===== config.mk =====
export PLATFORM = sky130hd
export DESIGN_NAME = dvc_watch
export DESIGN_NICKNAME = d
export VERILOG_FILES = /design/src/rtl/dvc_pkg.sv /design/src/rtl/dvc_lane_sel.sv /design/src/rtl/dvc_chan_cmp.sv /design/src/rtl/dvc_watch.sv
export SDC_FILE = /design/constraint.sdc
export NUM_CORES = 1
export LEC_CHECK = 0
export CAP_MARGIN = 5
export CORE_ASPECT_RATIO = 0.8
export CORE_UTILIZATION = 25
export DETAILED_ROUTE_END_ITERATION = 16
export DONT_BUFFER_PORTS = 1
export SYNTH_ARGS = -nofsm -noshare
export SYNTH_HDL_FRONTEND = slang
export SYNTH_SLANG_ARGS = --single-unit

===== constraint.sdc =====
create_clock -name clk -period 3 [get_ports clk]
set_input_delay 0.15 -clock clk [delete_from_list [all_inputs] [get_ports clk]]
set_output_delay 0.15 -clock clk [all_outputs]
set_load 0.005 [all_outputs]

===== src/rtl/dvc_pkg.sv =====
package dvc_pkg;
    localparam int LANES  = 4;
    localparam int BYTE_W = 8;
    localparam int WORD_W = LANES * BYTE_W;

    typedef enum logic [1:0] {
        MODE_OFF  = 2'd0,
        MODE_ALL  = 2'd1,
        MODE_ANY  = 2'd2,
        MODE_HALF = 2'd3
    } cmp_mode_e;

    typedef struct packed {
        logic [1:0] rd;
        logic [1:0] wr;
    } flag_pair_t;
endpackage


===== src/rtl/dvc_lane_sel.sv =====
module dvc_lane_sel
    import dvc_pkg::*;
(
    input  logic [1:0]       offset,
    input  logic [1:0]       size_m1,
    output logic [LANES-1:0] moved
);
    logic [2:0] first_lane;
    logic [2:0] last_lane;

    always_comb begin
        first_lane = {1'b0, offset};
        last_lane  = {1'b0, offset} + {1'b0, size_m1};
    end

    // Lanes past index 3 simply do not exist here, so the spill is dropped.
    for (genvar i = 0; i < LANES; i++) begin : g_lane
        localparam logic [2:0] IDX = 3'(i);
        assign moved[i] = (IDX >= first_lane) && (IDX <= last_lane);
    end
endmodule


===== src/rtl/dvc_chan_cmp.sv =====
module dvc_chan_cmp
    import dvc_pkg::*;
(
    input  logic [LANES-1:0]  moved,
    input  logic [WORD_W-1:0] data,
    input  logic [WORD_W-1:0] ref_word,
    input  logic [LANES-1:0]  sel,
    input  logic [1:0]        mode,
    output logic              match
);
    logic [LANES-1:0] lane_ok;
    logic [LANES-1:0] lane_pass;
    logic             all_ok;
    logic             any_ok;
    logic             lo_ok;
    logic             hi_ok;

    for (genvar i = 0; i < LANES; i++) begin : g_cmp
        localparam int HI = WORD_W - 1 - BYTE_W * i;
        assign lane_ok[i] = moved[i] && (data[HI -: BYTE_W] == ref_word[HI -: BYTE_W]);
    end

    always_comb begin
        lane_pass = ~sel | lane_ok;
        all_ok    = (|sel) && (&lane_pass);
        any_ok    = |(sel & lane_ok);
        lo_ok     = (|sel[1:0]) && (&lane_pass[1:0]);
        hi_ok     = (|sel[3:2]) && (&lane_pass[3:2]);
        unique case (cmp_mode_e'(mode))
            MODE_ALL:  match = all_ok;
            MODE_ANY:  match = any_ok;
            MODE_HALF: match = lo_ok || hi_ok;
            default:   match = 1'b0;
        endcase
    end
endmodule


===== src/rtl/dvc_watch.sv =====
module dvc_watch
    import dvc_pkg::*;
#(
    parameter int NCH = 2
) (
    input  logic                clk,
    input  logic                rst_n,
    input  logic                acc_valid,
    input  logic                acc_write,
    input  logic [1:0]          acc_addr,
    input  logic [1:0]          acc_size,
    input  logic [WORD_W-1:0]   acc_data,
    input  logic [NCH-1:0]      addr_qual,
    input  logic [NCH-1:0]      addr_evt,
    input  logic [NCH*WORD_W-1:0] cmp_val,
    input  logic [NCH*LANES-1:0]  lane_sel,
    input  logic [NCH*2-1:0]    cmp_mode,
    input  logic [NCH-1:0]      clr_rd,
    input  logic [NCH-1:0]      clr_wr,
    output logic [NCH-1:0]      hit_rd,
    output logic [NCH-1:0]      hit_wr
);
    typedef struct packed {
        logic [NCH-1:0] rd;
        logic [NCH-1:0] wr;
    } flags_t;

    flags_t           flags_d;
    flags_t           flags_q;
    logic [LANES-1:0] moved;
    logic [NCH-1:0]   data_hit;
    logic [NCH-1:0]   chan_evt;

    dvc_lane_sel u_lanes (
        .offset  (acc_addr),
        .size_m1 (acc_size),
        .moved   (moved)
    );

    for (genvar c = 0; c < NCH; c++) begin : g_chan
        dvc_chan_cmp u_cmp (
            .moved    (moved),
            .data     (acc_data),
            .ref_word (cmp_val[c*WORD_W +: WORD_W]),
            .sel      (lane_sel[c*LANES +: LANES]),
            .mode     (cmp_mode[c*2 +: 2]),
            .match    (data_hit[c])
        );
    end

    always_comb begin
        chan_evt   = {NCH{acc_valid}} & ((data_hit & addr_qual) | addr_evt);
        flags_d    = flags_q;
        flags_d.rd = (flags_q.rd & ~clr_rd) | (chan_evt & {NCH{~acc_write}});
        flags_d.wr = (flags_q.wr & ~clr_wr) | (chan_evt & {NCH{acc_write}});
    end

    always_ff @(posedge clk) begin
        if (!rst_n) flags_q <= '0;
        else        flags_q <= flags_d;
    end

    assign hit_rd = flags_q.rd;
    assign hit_wr = flags_q.wr;
endmodule


---- Word level (Yosys, flattened, before mapping) ----
Cells that the tools add are included.
cells by class
  add/sub/neg operators ................... 1
  multipliers ............................. 0
  divide/modulo/power cells ............... 0
  magnitude comparators ................... 8
  equality and inequality tests ........... 14
  shifts and indexed selects .............. 0
  muxes and demuxes ....................... 2
  bitwise operators ....................... 18
  reduce and logical (&&, ||, !) cells .... 34
operator list
  operator                                                       number
  equality test 8 bit                                            8
  logical AND 1 bit                                              18
  OR reduction 4 bit                                             4
  AND 2 bit                                                      6
  AND 4 bit                                                      2
  equality test 2 bit, second input constant                     4
  NOT 4 bit                                                      2
  OR 4 bit                                                       2
  AND reduction 2 bit                                            4
  AND reduction 4 bit                                            2
  OR reduction 2 bit                                             4
  less-or-equal comparator 1 x 3 -> 1 bit, first input constant  2
  less-or-equal comparator 2 x 3 -> 1 bit, first input constant  2
  OR 2 bit                                                       3
  case mux 1 bit (3 select lines)                                2
  equality test 2 x 1 -> 1 bit, second input constant            2
  >= comparator 1 x 2 -> 1 bit, first input constant             2
  >= comparator 2 bit, first input constant                      2
  NOT 2 bit                                                      2
  adder 2 x 2 -> 3 bit                                           1
  logical OR 1 bit                                               2
  NOT 1 bit                                                      1
storage, ports and cells
  register bits ........................... 4
  latch bits .............................. 0
  memory bits (writable) .................. 0
  bits in read-only memories .............. 0
  input bits .............................. 124
  output and inout bits ................... 4
  logic and storage cells ................. 79
  memories kept ........................... 0

---- Logic depth before layout (Yosys ltp) ----
Gate-level depths: netlist (run 1).
  depth after elaboration ................. 14
  gate-level depth with buffers ........... 8
  mapped depth without buffers ............ 8

---- Hierarchy ----
A second synthesis (run 1) with hierarchy kept.
unflattened totals
  cell total of the unflattened synthesis .. 158
  area, all modules ....................... 1206.2 µm²
by module, submodules not included
  module        instances  cells an instance  area each (µm²)
  dvc_chan_cmp  2          66                 491.7
  dvc_watch     1          16                 152.6
  dvc_lane_sel  1          10                 70.1

---- Least setup slack after synthesis (run 1) ----
Ideal clock, no wire load.
  kind .................................... input to register
  start ................................... input port acc_addr[0]
  end ..................................... register flags_q (netlist bit hit_rd[1])
  setup time .............................. 0.096 ns
  arrival ................................. 2.026 ns
  data required time ...................... 2.904 ns
  setup slack ............................. 0.878 ns
  stages on the path ...................... 8
  path buffers ............................ 0
  path through ............................ ha_1 > fa_1 > nor3_1 > nor4_1 > a31oi_1 > o41ai_2 > o2111ai_1 > o41ai_2
between the ends
  cells in the longest elaborated chain, start to end .. 14
  elaborated cells between the ends (all ways) .. 33
  classes of those cells .................. add/sub (1); order compare (8); mux (1); bitwise (7); reduce/logical (16)
ends and longest elaborated chain
  what                                                                                                       line                                    RTL
  from (decl)                                                                                                dvc_watch.sv:10                         input logic [1:0] acc_addr,
  adder 2 x 2 -> 3 bit                                                                                       dvc_lane_sel.sv:13                      last_lane = {1'b0, offset} + {1'b0, size_m1};
  less-or-equal comparator 1 x 3 -> 1 bit / less-or-equal comparator 2 x 3 -> 1 bit (equally long branches)  dvc_lane_sel.sv:19                      assign moved[i] = (IDX >= first_lane) && (IDX <= last_lane);
  logical AND 1 bit                                                                                          dvc_lane_sel.sv:19
  logical AND 1 bit                                                                                          dvc_chan_cmp.sv:20                      assign lane_ok[i] = moved[i] && (data[HI -: BYTE_W] == ref_word[HI -: BYTE_W]);
  OR 4 bit                                                                                                   dvc_chan_cmp.sv:24                      lane_pass = ~sel | lane_ok;
  AND reduction 2 bit (on tied branches)                                                                     dvc_chan_cmp.sv:27, dvc_chan_cmp.sv:28
  logical AND 1 bit (on tied branches)                                                                       dvc_chan_cmp.sv:27, dvc_chan_cmp.sv:28
  logical OR 1 bit                                                                                           dvc_chan_cmp.sv:32                      MODE_HALF: match = lo_ok || hi_ok;
  case mux 1 bit (3 select lines) *                                                                          dvc_chan_cmp.sv:29                      unique case (cmp_mode_e'(mode))
  AND 2 bit *                                                                                                dvc_watch.sv:52                         chan_evt = {NCH{acc_valid}} & ((data_hit & addr_qual) | addr_evt);
  OR 2 bit *                                                                                                 dvc_watch.sv:52
  AND 2 bit *                                                                                                dvc_watch.sv:52
  AND 2 bit *                                                                                                dvc_watch.sv:54                         flags_d.rd = (flags_q.rd & ~clr_rd) | (chan_evt & {NCH{~acc_write}});
  OR 2 bit *                                                                                                 dvc_watch.sv:54
  to (signal assigned)                                                                                       dvc_watch.sv:60                         else flags_q <= flags_d;
  to (decl)                                                                                                  dvc_watch.sv:29                         flags_t flags_q;
Every way passes the cells marked *; elsewhere a longest branch is shown, timed or not.
A chain may end at the register's enable or synchronous reset.

---- Final worst setup path (run 1) ----
Ends and elaborated chain as after synthesis.

==> impl_metrics.csv, run 1 <==
group,metric,value,unit
clock_network,clk-insertion-delay-late,0.22,ns
timing,slew_limit_fails,0,
route,detailroute.via_count,1203,
die,die-area,0.00518,sq mm
power_and_ir_drop,clock_power_share,37.4,%
setup_path,setup.worst_path.start_class,"input pin",
power_and_ir_drop,power_leakage,0.535,nW
logic_synthesis,synthesis.instances,162,
min_path,min-delay-path-class,"in2reg",
placement,numPortBuffers,0,
final_layout,layout_commonest_cell,"xor2_1",
clock_network,tritoncts,"done",
final_layout,post_layout_nonfiller_instances,225,
route,via_per_inst,5.35,
flow_run,maxCapViolations,0,
logic_synthesis,ys_ff_latch,4,
global_route,vias_in_the_first_global_route,1120,
setup_path,worst_ep_required_time,3.12,ns
clock_network,cts-buffers-inserted,3,
logic_synthesis,yosys_warnings,0,
global_route,gr-usage-met3,2.82,%
logic_synthesis,synth_enable_flop_cells,0,
logic_synthesis,synthArstFlopShare,0,%
timing,tns,0,ns
route,dr_drc_count,0,
timing,setup_repair_after_global_routing_missed_its_margin,"no",
setup_path,crit_path_max_fanout,4,
logic_synthesis,synth_sequential_area_ratio,6.54,%
logic_synthesis,distinct_cell_type_count_after_synthesis,33,
global_route,maximum_number_of_pins_on_one_net_before_global_route_repair,8,
timing,finalClockSkew,0,ns
die,start_util,26.3,%
final_layout,finalInstanceArea,0.00134,sq mm
clock_network,cts_buffer_depth,2,
global_route,grt_most_used_layer,"met2",
clock_network,cts_max_level,1,
placement,place_congestion,0.752,
die,floorplan_row_count,22,
timing,setup_viol,0,
global_route,grt_util_met2,22.5,%
setup_path,timing.critical_path.arrival,2.35,ns
logic_synthesis,dominantRegCellSynth,"dfxtp_1",
run_status,outcome,"finished, final reports clean",
placement,dp.cells,222,
final_layout,drive_gt1_share,4.85,%
route,ant_nets,0,
clock_network,cts_hold_buf,0,
timing,worst_rel_slew_slack,62.3,%
timing,finalCritPeriodShare,74.1,%
global_route,globalRouteMet1Util,16.9,%
power_and_ir_drop,netSwitchingPower,0.0000986,W
final_layout,most-common-layout-cells,"xor2_1 (64), inv_1 (13), nor4_1 (10), nor2_1 (9), nand4_1 (9)",
route,first_pass_iters,4,
clock_network,clkTransAtPathRegs,0.03,ns
clock_network,cts_repair_resize_count,0,
die,core,0.00465,sq mm
global_route,antenna_found_initial,0,
power_and_ir_drop,powerDensity,227,mW/mm^2
final_layout,antenna_cells,0,
final_layout,synthToLayoutAreaGrowth,9.51,%
die,die_height,64.6,um
clock_network,clock-root-buffer,"clkbuf_8",
power_and_ir_drop,p_comb_share,43.5,%
placement,detailedPlacementHpwl,3370,um
global_route,globalRouteOverflowTotal,0,
global_route,grt_use_total,13.1,%
timing,period_minus_slack,2.22,ns
logic_synthesis,synth.avg_cell_area,7.55,sq um
logic_synthesis,synth_nets,288,
timing,achievable-frequency,0.450,GHz
die,num_io_pins,128,
route,route.detailed.wl_per_inst,16.0,um
clock_network,total_number_of_clock_tree_sinks,4,
power_and_ir_drop,internal_power,0.000206,W
setup_path,setup.worst_path.class,"in2reg",
min_path,worstHoldStart,"acc_write",
power_and_ir_drop,fraction_of_power_spent_switching_nets,32.4,%
placement,placedInstanceArea,0.00130,sq mm
die,die_w,80.2,um
setup_path,critical_path.startpoint,"acc_addr[0]",
setup_path,rr_startpoint,"hit_wr[1]",
power_and_ir_drop,ir_drop,123,uV
setup_path,setup.worst_path.end_class,"flip-flop",
clock_network,post_cts_buffers,0,
timing,finalHoldViolations,0,
route,wl,3600,um
final_layout,final_core_util,28.8,%
global_route,grt_pass1_wl,5050,um
timing,worst_pin_slew,0.560,ns
route,initialDrtViolationCount,64,
final_layout,final_nets,293,
logic_synthesis,synth.cell_area,0.00122,sq mm
power_and_ir_drop,power_frac_seq,19.1,%
-- layer usage --
layer | vias up | share of wire [%]
met5 | - | 0
met2 | 82 | 47
met3 | 2 | 11
met4 | 0 | 0.39
li1 | 591 | -
met1 | 528 | 42
-- final timing paths --
check	endpoint	slack (ns)	cells past startpoint
max	hit_rd[1]	0.78	8
min	hit_rd[1]	0.03	1
max reg2reg	hit_wr[1]	2.20	3
min reg2reg	hit_wr[0]	0.62	3
-- cell type report --
cell class	count	area [sq um]
multi-input combinational	145	1090
clock buffer	3	41.3
sequential	4	80.1
inverter	13	48.8
fill	501	3310
tap	60	75.1
-- cell usage after synthesis, types with 2 or more instances --
library cell | n | share of area [%]
nor4_1 | 10 | 5.1
nor3_1 | 5 | 2.0
a31oi_1 | 6 | 3.1
a21oi_1 | 3 | 1.2
xor2_1 | 64 | 46
o41ai_2 | 2 | 2.7
a41oi_1 | 2 | 1.4
nor4_2 | 2 | 2.0
o21ai_0 | 4 | 1.6
inv_1 | 13 | 4.0
nor2_1 | 9 | 2.8
o31ai_1 | 2 | 1.2
dfxtp_1 | 4 | 6.5
a22o_1 | 2 | 1.4
nand2_1 | 8 | 2.5
nand4_1 | 9 | 4.6
-- per-stage QoR --
stage	power [W]	hold slack, ns	setup slack [ns]
after floorplan	0.000167	0.251	0.878
after detailed placement	0.000191	0.257	0.578
after global placement	0.000191	0.254	0.601
after CTS	0.000310	0.0279	0.804
final	0.000305	0.0308	0.777
after global routing	0.000329	0.0257	0.564
-- critical path, stage by stage --
cell	delay [ns]
ha_1	0.18
fa_1	0.54
nor3_1	0.08
nor4_1	0.47
a31oi_1	0.20
o41ai_2	0.31
o2111ai_1	0.20
o41ai_2	0.21
-- power by group through the flow --
stage / sequential, W / combinational, W / clock, W
after floorplan: 0.0000583 / 0.000109 / 0
after global placement: 0.0000589 / 0.000132 / 0
after detailed placement: 0.0000588 / 0.000132 / 0
after CTS: 0.0000581 / 0.000134 / 0.000118
final: 0.0000581 / 0.000133 / 0.000114
after global routing: 0.0000584 / 0.000150 / 0.000121
-- cells by family after synthesis --
| logic type | synth area share, % |
|---|---|
| AO/OA/AOI/OAI | 17.4 |
| XOR/XNOR | 45.8 |
| adder cells (fa/ha/maj) | 2.66 |
| buffers and inverters | 3.99 |
| flip-flops | 6.54 |
| AND/OR/NAND/NOR | 23.6 |
-- sequential cells by signal (all words and copies together) (netlist names) --
| register | count |
|---|---|
| hit_rd | 2 |
| hit_wr | 2 |
No activity file was read; power rests on OpenSTA's default activity.
==> run 2, diff against run 1 <==
- ABC_AREA: default -> 1
- clock period: 3 -> 2.17 ns (I/O delays scaled with it)
==> impl_metrics.csv, run 2 <==
group,metric,value,unit
final_layout,drive_gt1_share,4.86,%
route,via_per_inst,4.17,
clock_network,post_cts_buffers,0,
power_and_ir_drop,internal_power,0.000303,W
placement,place_congestion,0.755,
logic_synthesis,post_synth_xor_area_fraction,16.8,%
route,initialDrtViolationCount,25,
logic_synthesis,synth_nets,452,
route,detailroute.via_count,1711,
power_and_ir_drop,total_power,0.000455,W
setup_path,setup.worst_path.end_class,"flip-flop",
route,route.detailed.wl_per_inst,10.2,um
run_status,outcome,"finished, final reports clean",
final_layout,total_of_fill_cells_in_the_finished_design,703,
setup_path,setup.worst_path.class,"in2reg",
power_and_ir_drop,netSwitchingPower,0.000152,W
timing,finalCritPeriodShare,86.9,%
global_route,antenna_found_initial,0,
flow_run,maxCapViolations,0,
logic_synthesis,synth_enable_flop_cells,0,
placement,numPortBuffers,0,
final_layout,final_nets,457,
final_layout,synthToLayoutAreaGrowth,9.37,%
clock_network,cts_buffer_depth,2,
clock_network,clk-insertion-delay-late,0.21,ns
timing,finalClockSkew,0,ns
die,start_util,26.2,%
timing,period_minus_slack,1.88,ns
logic_synthesis,yosysTopAreaCell,"nand2_1",
placement,placedInstanceArea,0.00166,sq mm
logic_synthesis,synth.avg_cell_area,4.79,sq um
setup_path,r2r-end,"hit_rd[0]",
min_path,worstHoldStart,"acc_write",
die,floorplan_row_count,25,
global_route,maximum_number_of_pins_on_one_net_before_global_route_repair,5,
setup_path,worst_r2r_path_depth,2,
clock_network,tritoncts,"done",
logic_synthesis,yosys-top-cells-count,"nand2_1 (137), inv_1 (67), nor2_1 (35)",
logic_synthesis,synthArstFlopShare,0,%
route,ant_nets,0,
power_and_ir_drop,p_comb_share,49.0,%
setup_path,rr_startpoint,"hit_rd[0]",
power_and_ir_drop,powerDensity,266,mW/mm^2
clock_network,total_number_of_clock_tree_sinks,4,
setup_path,setup.worst_path.start_class,"input pin",
global_route,globalRouteOverflowTotal,0,
clock_network,cts_max_level,1,
die,die-area,0.00657,sq mm
logic_synthesis,distinct_cell_type_count_after_synthesis,20,
setup_path,timing.critical_path.arrival,2.03,ns
placement,detailedPlacementHpwl,4030,um
logic_synthesis,synth_top_family_by_area,"simple AND/OR/NAND/NOR gates",
power_and_ir_drop,power_leakage,0.995,nW
global_route,vias_in_the_first_global_route,1607,
logic_synthesis,post_synth_fa_ha_maj_area_fraction,2.08,%
timing,setup_repair_after_global_routing_missed_its_margin,"no",
power_and_ir_drop,ir_drop,186,uV
clock_network,clock-root-buffer,"clkbuf_8",
setup_path,setup.reg_to_reg.worst_slack,1.55,ns
route,first_pass_iters,4,
min_path,min_delay_path_depth,2,
final_layout,final_core_util,28.6,%
clock_network,cts-buffers-inserted,3,
min_path,min-delay-path-class,"in2reg",
timing,worst_rel_slew_slack,85.2,%
timing,setup_viol,0,
timing,timing.hold.ws,0.0590,ns
logic_synthesis,synth_area_leaders,"nand2_1 (33%), inv_1 (16%), xnor2_1 (16%)",
final_layout,layout_commonest_cell,"nand2_1",
route,dr_drc_count,0,
global_route,grt_use_total,12.6,%
clock_network,cts_hold_buf,0,
logic_synthesis,synthesis.instances,326,
logic_synthesis,synth.cell_area,0.00156,sq mm
logic_synthesis,synthMostInstantiatedCell,"nand2_1",
min_path,hold-path-endpoint,"hit_wr[1]",
power_and_ir_drop,power_frac_seq,17.5,%
final_layout,most-common-layout-cells,"nand2_1 (137), inv_1 (67), nor2_1 (35), xnor2_1 (28), nand3_1 (25)",
die,die_w,90.4,um
clock_network,clkTransAtPathRegs,0.03,ns
logic_synthesis,post-synth-top-area-fraction,32.9,%
final_layout,finalInstanceArea,0.00171,sq mm
setup_path,worst_ep_required_time,2.31,ns
logic_synthesis,yosys_warnings,0,
die,num_io_pins,128,
timing,finalHoldViolations,0,
logic_synthesis,dominantRegCellSynth,"dfxtp_1",
logic_synthesis,fraction_of_the_mapped_netlist_area_in_compound_gates,5.12,%
timing,worst_pin_slew,0.222,ns
setup_path,crit_path_max_fanout,3,
power_and_ir_drop,fraction_of_power_spent_switching_nets,33.4,%
die,die_height,72.7,um
final_layout,antenna_cells,0,
die,core,0.00597,sq mm
global_route,grt_pass1_wl,6690,um
logic_synthesis,muxShareOfSynthArea,0,%
route,wl,4200,um
power_and_ir_drop,clock_power_share,33.4,%
timing,slew_limit_fails,0,
logic_synthesis,synthSimpleGateAreaFrac,54.5,%
logic_synthesis,synth_sequential_area_ratio,5.12,%
timing,achievable-frequency,0.531,GHz
logic_synthesis,ys_ff_latch,4,
==> run 2: timing repair <==
action,4_1_cts,5_1_grt
gates resized for setup,0,1
setup endpoints to repair,0,2
hold endpoints to repair,0,0
==> run 2: cell families after synthesis <==
logic type	after synthesis
DFF	4
and+or+nand+nor	210
buffers and inverters	68
adders and majority gates	2
xor gates and xnor gates	30
AOI/OAI and AO/OA	12
==> run 2: area by class of cell <==
cell class	instances	area, sq um	area share, %
multi-input cells	254	1230	72.0
inverters	68	255	14.9
well taps	81	101	5.93
flip-flops and latches	4	80.1	4.69
clock buffers	3	41.3	2.42
==> run 2: critical path, stage by stage <==
cell	delay [ns]
ha_1	0.19
fa_1	0.48
nor2_1	0.07
nor2_1	0.16
nand3_1	0.11
nor2_2	0.15
nand2_1	0.07
nand2_1	0.07
nand2_1	0.05
nor2_1	0.10
nor2_1	0.05
nor2_1	0.08
nand3_1	0.08
nand2_1	0.08
nand3_1	0.07
a21oi_1	0.12
==> run 2: how the worst max path moves through the flow <==
stage | from | to | slack (ns) | cells past startpoint
6_report | acc_addr[0] | hit_rd[1] | 0.29 | 16
5_1_grt | acc_addr[0] | hit_rd[1] | 0.05 | 16
4_1_cts | acc_addr[0] | hit_wr[0] | 0.19 | 14
3_5_place_dp | acc_addr[0] | hit_wr[0] | -0.01 | 14
3_3_place_gp | acc_addr[0] | hit_wr[0] | 0.1 | 14
2_1_floorplan | acc_addr[0] | hit_rd[0] | 0.32 | 14
==> run 2: routing by layer <==
metal  vias to the layer above  wire [um]  GRT usage [%]
met3                         2        544           6.04
li1                        962          -              -
met2                        79       1870           22.3
met4                         0         31           1.43
met5                         -          0              0
met1                       668       1750           14.2
==> run 2: power groups by stage <==
stage	logic (W)	clock network, W	registers, W
2_1_floorplan	0.000192	0	0.0000800
3_3_place_gp	0.000223	0	0.0000808
3_5_place_dp	0.000224	0	0.0000808
4_1_cts	0.000225	0.000156	0.0000798
5_1_grt	0.000264	0.000161	0.0000800
6_report	0.000223	0.000152	0.0000797
==> run 2: metrics by stage <==
| stage | cells | TNS [ns] | setup slack [ns] |
|---|---|---|---|
| 2_1_floorplan | 326 | 0 | 0.318 |
| 3_3_place_gp | 407 | 0 | 0.0953 |
| 3_5_place_dp | 407 | -0.0192 | -0.0111 |
| 4_1_cts | 410 | 0 | 0.190 |
| 5_1_grt | 410 | 0 | 0.0491 |
| 6_report | 410 | 0 | 0.285 |
==> run 3, diff against run 2 <==
- GPL_ROUTABILITY_DRIVEN: default -> 0
- clock period: 2.17 -> 1.9 ns (I/O delays scaled with it)
==> impl_metrics.csv, run 3 (synthesis gave the netlist of run 2 again) <==
group,metric,value,unit
placement,dp.cells,407,
timing,achievable-frequency,0.513,GHz
setup_path,timing.critical_path.arrival,2.09,ns
placement,detailedPlacementHpwl,4040,um
route,via_per_inst,4.16,
global_route,grt_pass1_wl,6910,um
route,ant_nets,0,
die,num_io_pins,128,
clock_network,clock-root-buffer,"clkbuf_8",
die,die_height,72.7,um
timing,setup_viol,2,
timing,finalClockSkew,0,ns
clock_network,cts-buffers-inserted,3,
final_layout,most-common-layout-cells,"nand2_1 (135), inv_1 (67), nor2_1 (32), xnor2_1 (28), nand3_1 (22)",
final_layout,synthToLayoutAreaGrowth,13.9,%
timing,worst_pin_slew,0.241,ns
setup_path,setup.worst_path.class,"in2reg",
timing,worst_rel_slew_slack,83.9,%
setup_path,crit_path_max_fanout,3,
placement,numPortBuffers,0,
route,route.detailed.wl_per_inst,10.5,um
timing,worst_slack,-0.0481,ns
power_and_ir_drop,power_leakage,1.01,nW
setup_path,setup.worst_path.start_class,"input pin",
power_and_ir_drop,powerDensity,303,mW/mm^2
setup_path,setup.worst_path.end_class,"flip-flop",
final_layout,antenna_cells,0,
final_layout,layout_commonest_cell,"nand2_1",
global_route,vias_in_the_first_global_route,1631,
power_and_ir_drop,ir_drop,194,uV
run_status,violated_checks,"setup timing",
clock_network,cts_max_level,1,
die,floorplan_row_count,25,
clock_network,cts_buffer_depth,2,
route,wl,4330,um
global_route,maximum_number_of_pins_on_one_net_before_global_route_repair,5,
clock_network,clk-insertion-delay-late,0.21,ns
timing,slew_limit_fails,0,
timing,period_minus_slack,1.95,ns
timing,finalHoldViolations,0,
die,start_util,26.2,%
route,first_pass_iters,4,
die,core,0.00597,sq mm
final_layout,final_core_util,29.8,%
route,detailroute.via_count,1712,
final_layout,drive_gt1_share,9.06,%
setup_path,worst_ep_required_time,2.05,ns
final_layout,final_nets,459,
global_route,antenna_found_initial,0,
run_status,outcome,"finished with violations",
final_layout,post_layout_nonfiller_instances,412,
min_path,min-delay-path-class,"in2reg",
clock_network,tritoncts,"done",
timing,finalCritPeriodShare,103,%
route,initialDrtViolationCount,23,
timing,setup_repair_after_global_routing_missed_its_margin,"yes",
clock_network,total_number_of_clock_tree_sinks,4,
die,die-area,0.00657,sq mm
clock_network,clkTransAtPathRegs,0.03,ns
final_layout,total_of_fill_cells_in_the_finished_design,691,
global_route,grt_use_total,13.0,%
flow_run,maxCapViolations,0,
route,dr_drc_count,0,
die,die_w,90.4,um
global_route,globalRouteOverflowTotal,0,
[run 3: cell count changes in the layout (fill, tap and decap cells not counted), sizes merged]
cell / previous run / this run
buf: 0 / 2
[run 3: cell type report]
type / count / area, sq um / area share, %
clock buffer: 3 / 41.3 / 2.32
inverter: 68 / 255 / 14.3
multi-input combinational: 254 / 1290 / 72.3
sequential: 4 / 80.1 / 4.50
tap: 81 / 101 / 5.69
timing repair buffer: 2 / 15.0 / 0.843
[run 3: worst paths after layout]
path	from	slack (ns)	depth (start not counted)	to
setup / recovery	acc_addr[0]	-0.05	15	hit_rd[1]
hold / removal	acc_write	0.02	2	hit_wr[0]
setup reg to reg	hit_rd[0]	1.25	2	hit_rd[0]
hold reg to reg	hit_wr[1]	0.50	2	hit_wr[1]
[run 3: what timing repair did]
item                       4_1_cts  5_1_grt
setup buffers                    0        2
resized for setup                1       14
setup endpoints to repair        4        4
hold endpoints to repair         0        0
pin swaps                        0       13
hold buffers                     0        0
[run 3: metal layers]
metal,GRT usage (%),up-vias,routed length [um]
met2,22.7,73,1980
li1,-,966,-
met4,1.79,0,29
met1,15.0,671,1790
met3,6.04,2,539
met5,0,-,0
[run 3: worst max-delay path, stage by stage]
cell and delay, ns:
ha_4 0.14, fa_1 0.52, nor2_4 0.05, a21oi_2 0.24, buf_4 0.15, nand3_1 0.08
o21bai_2 0.14, nand2_1 0.07, nor2_1 0.09, nor2_1 0.05, nor2_1 0.08, nand3_1 0.08
nand2_1 0.09, nand3_1 0.08, a21oi_2 0.12
[run 3: power by group]
part	internal (W)	switching (W)
registers	0.0000883	0.00000279
logic	0.000135	0.000141
clock network	0.000134	0.0000379
total	0.000358	0.000182
[run 3: metrics by stage]
step           area, sq um  hold slack (ns)  power (W)  setup slack, ns  setup TNS (ns)
2_1_floorplan         1560            0.255   0.000310           0.0619               0
3_3_place_gp          1660            0.260   0.000347           -0.161          -0.574
4_1_cts               1710           0.0482   0.000529           0.0256               0
5_1_grt               1780           0.0321   0.000602           -0.166          -0.582
6_report              1780           0.0231   0.000540          -0.0481         -0.0901
3_5_place_dp          1660            0.266   0.000348           -0.271          -0.998
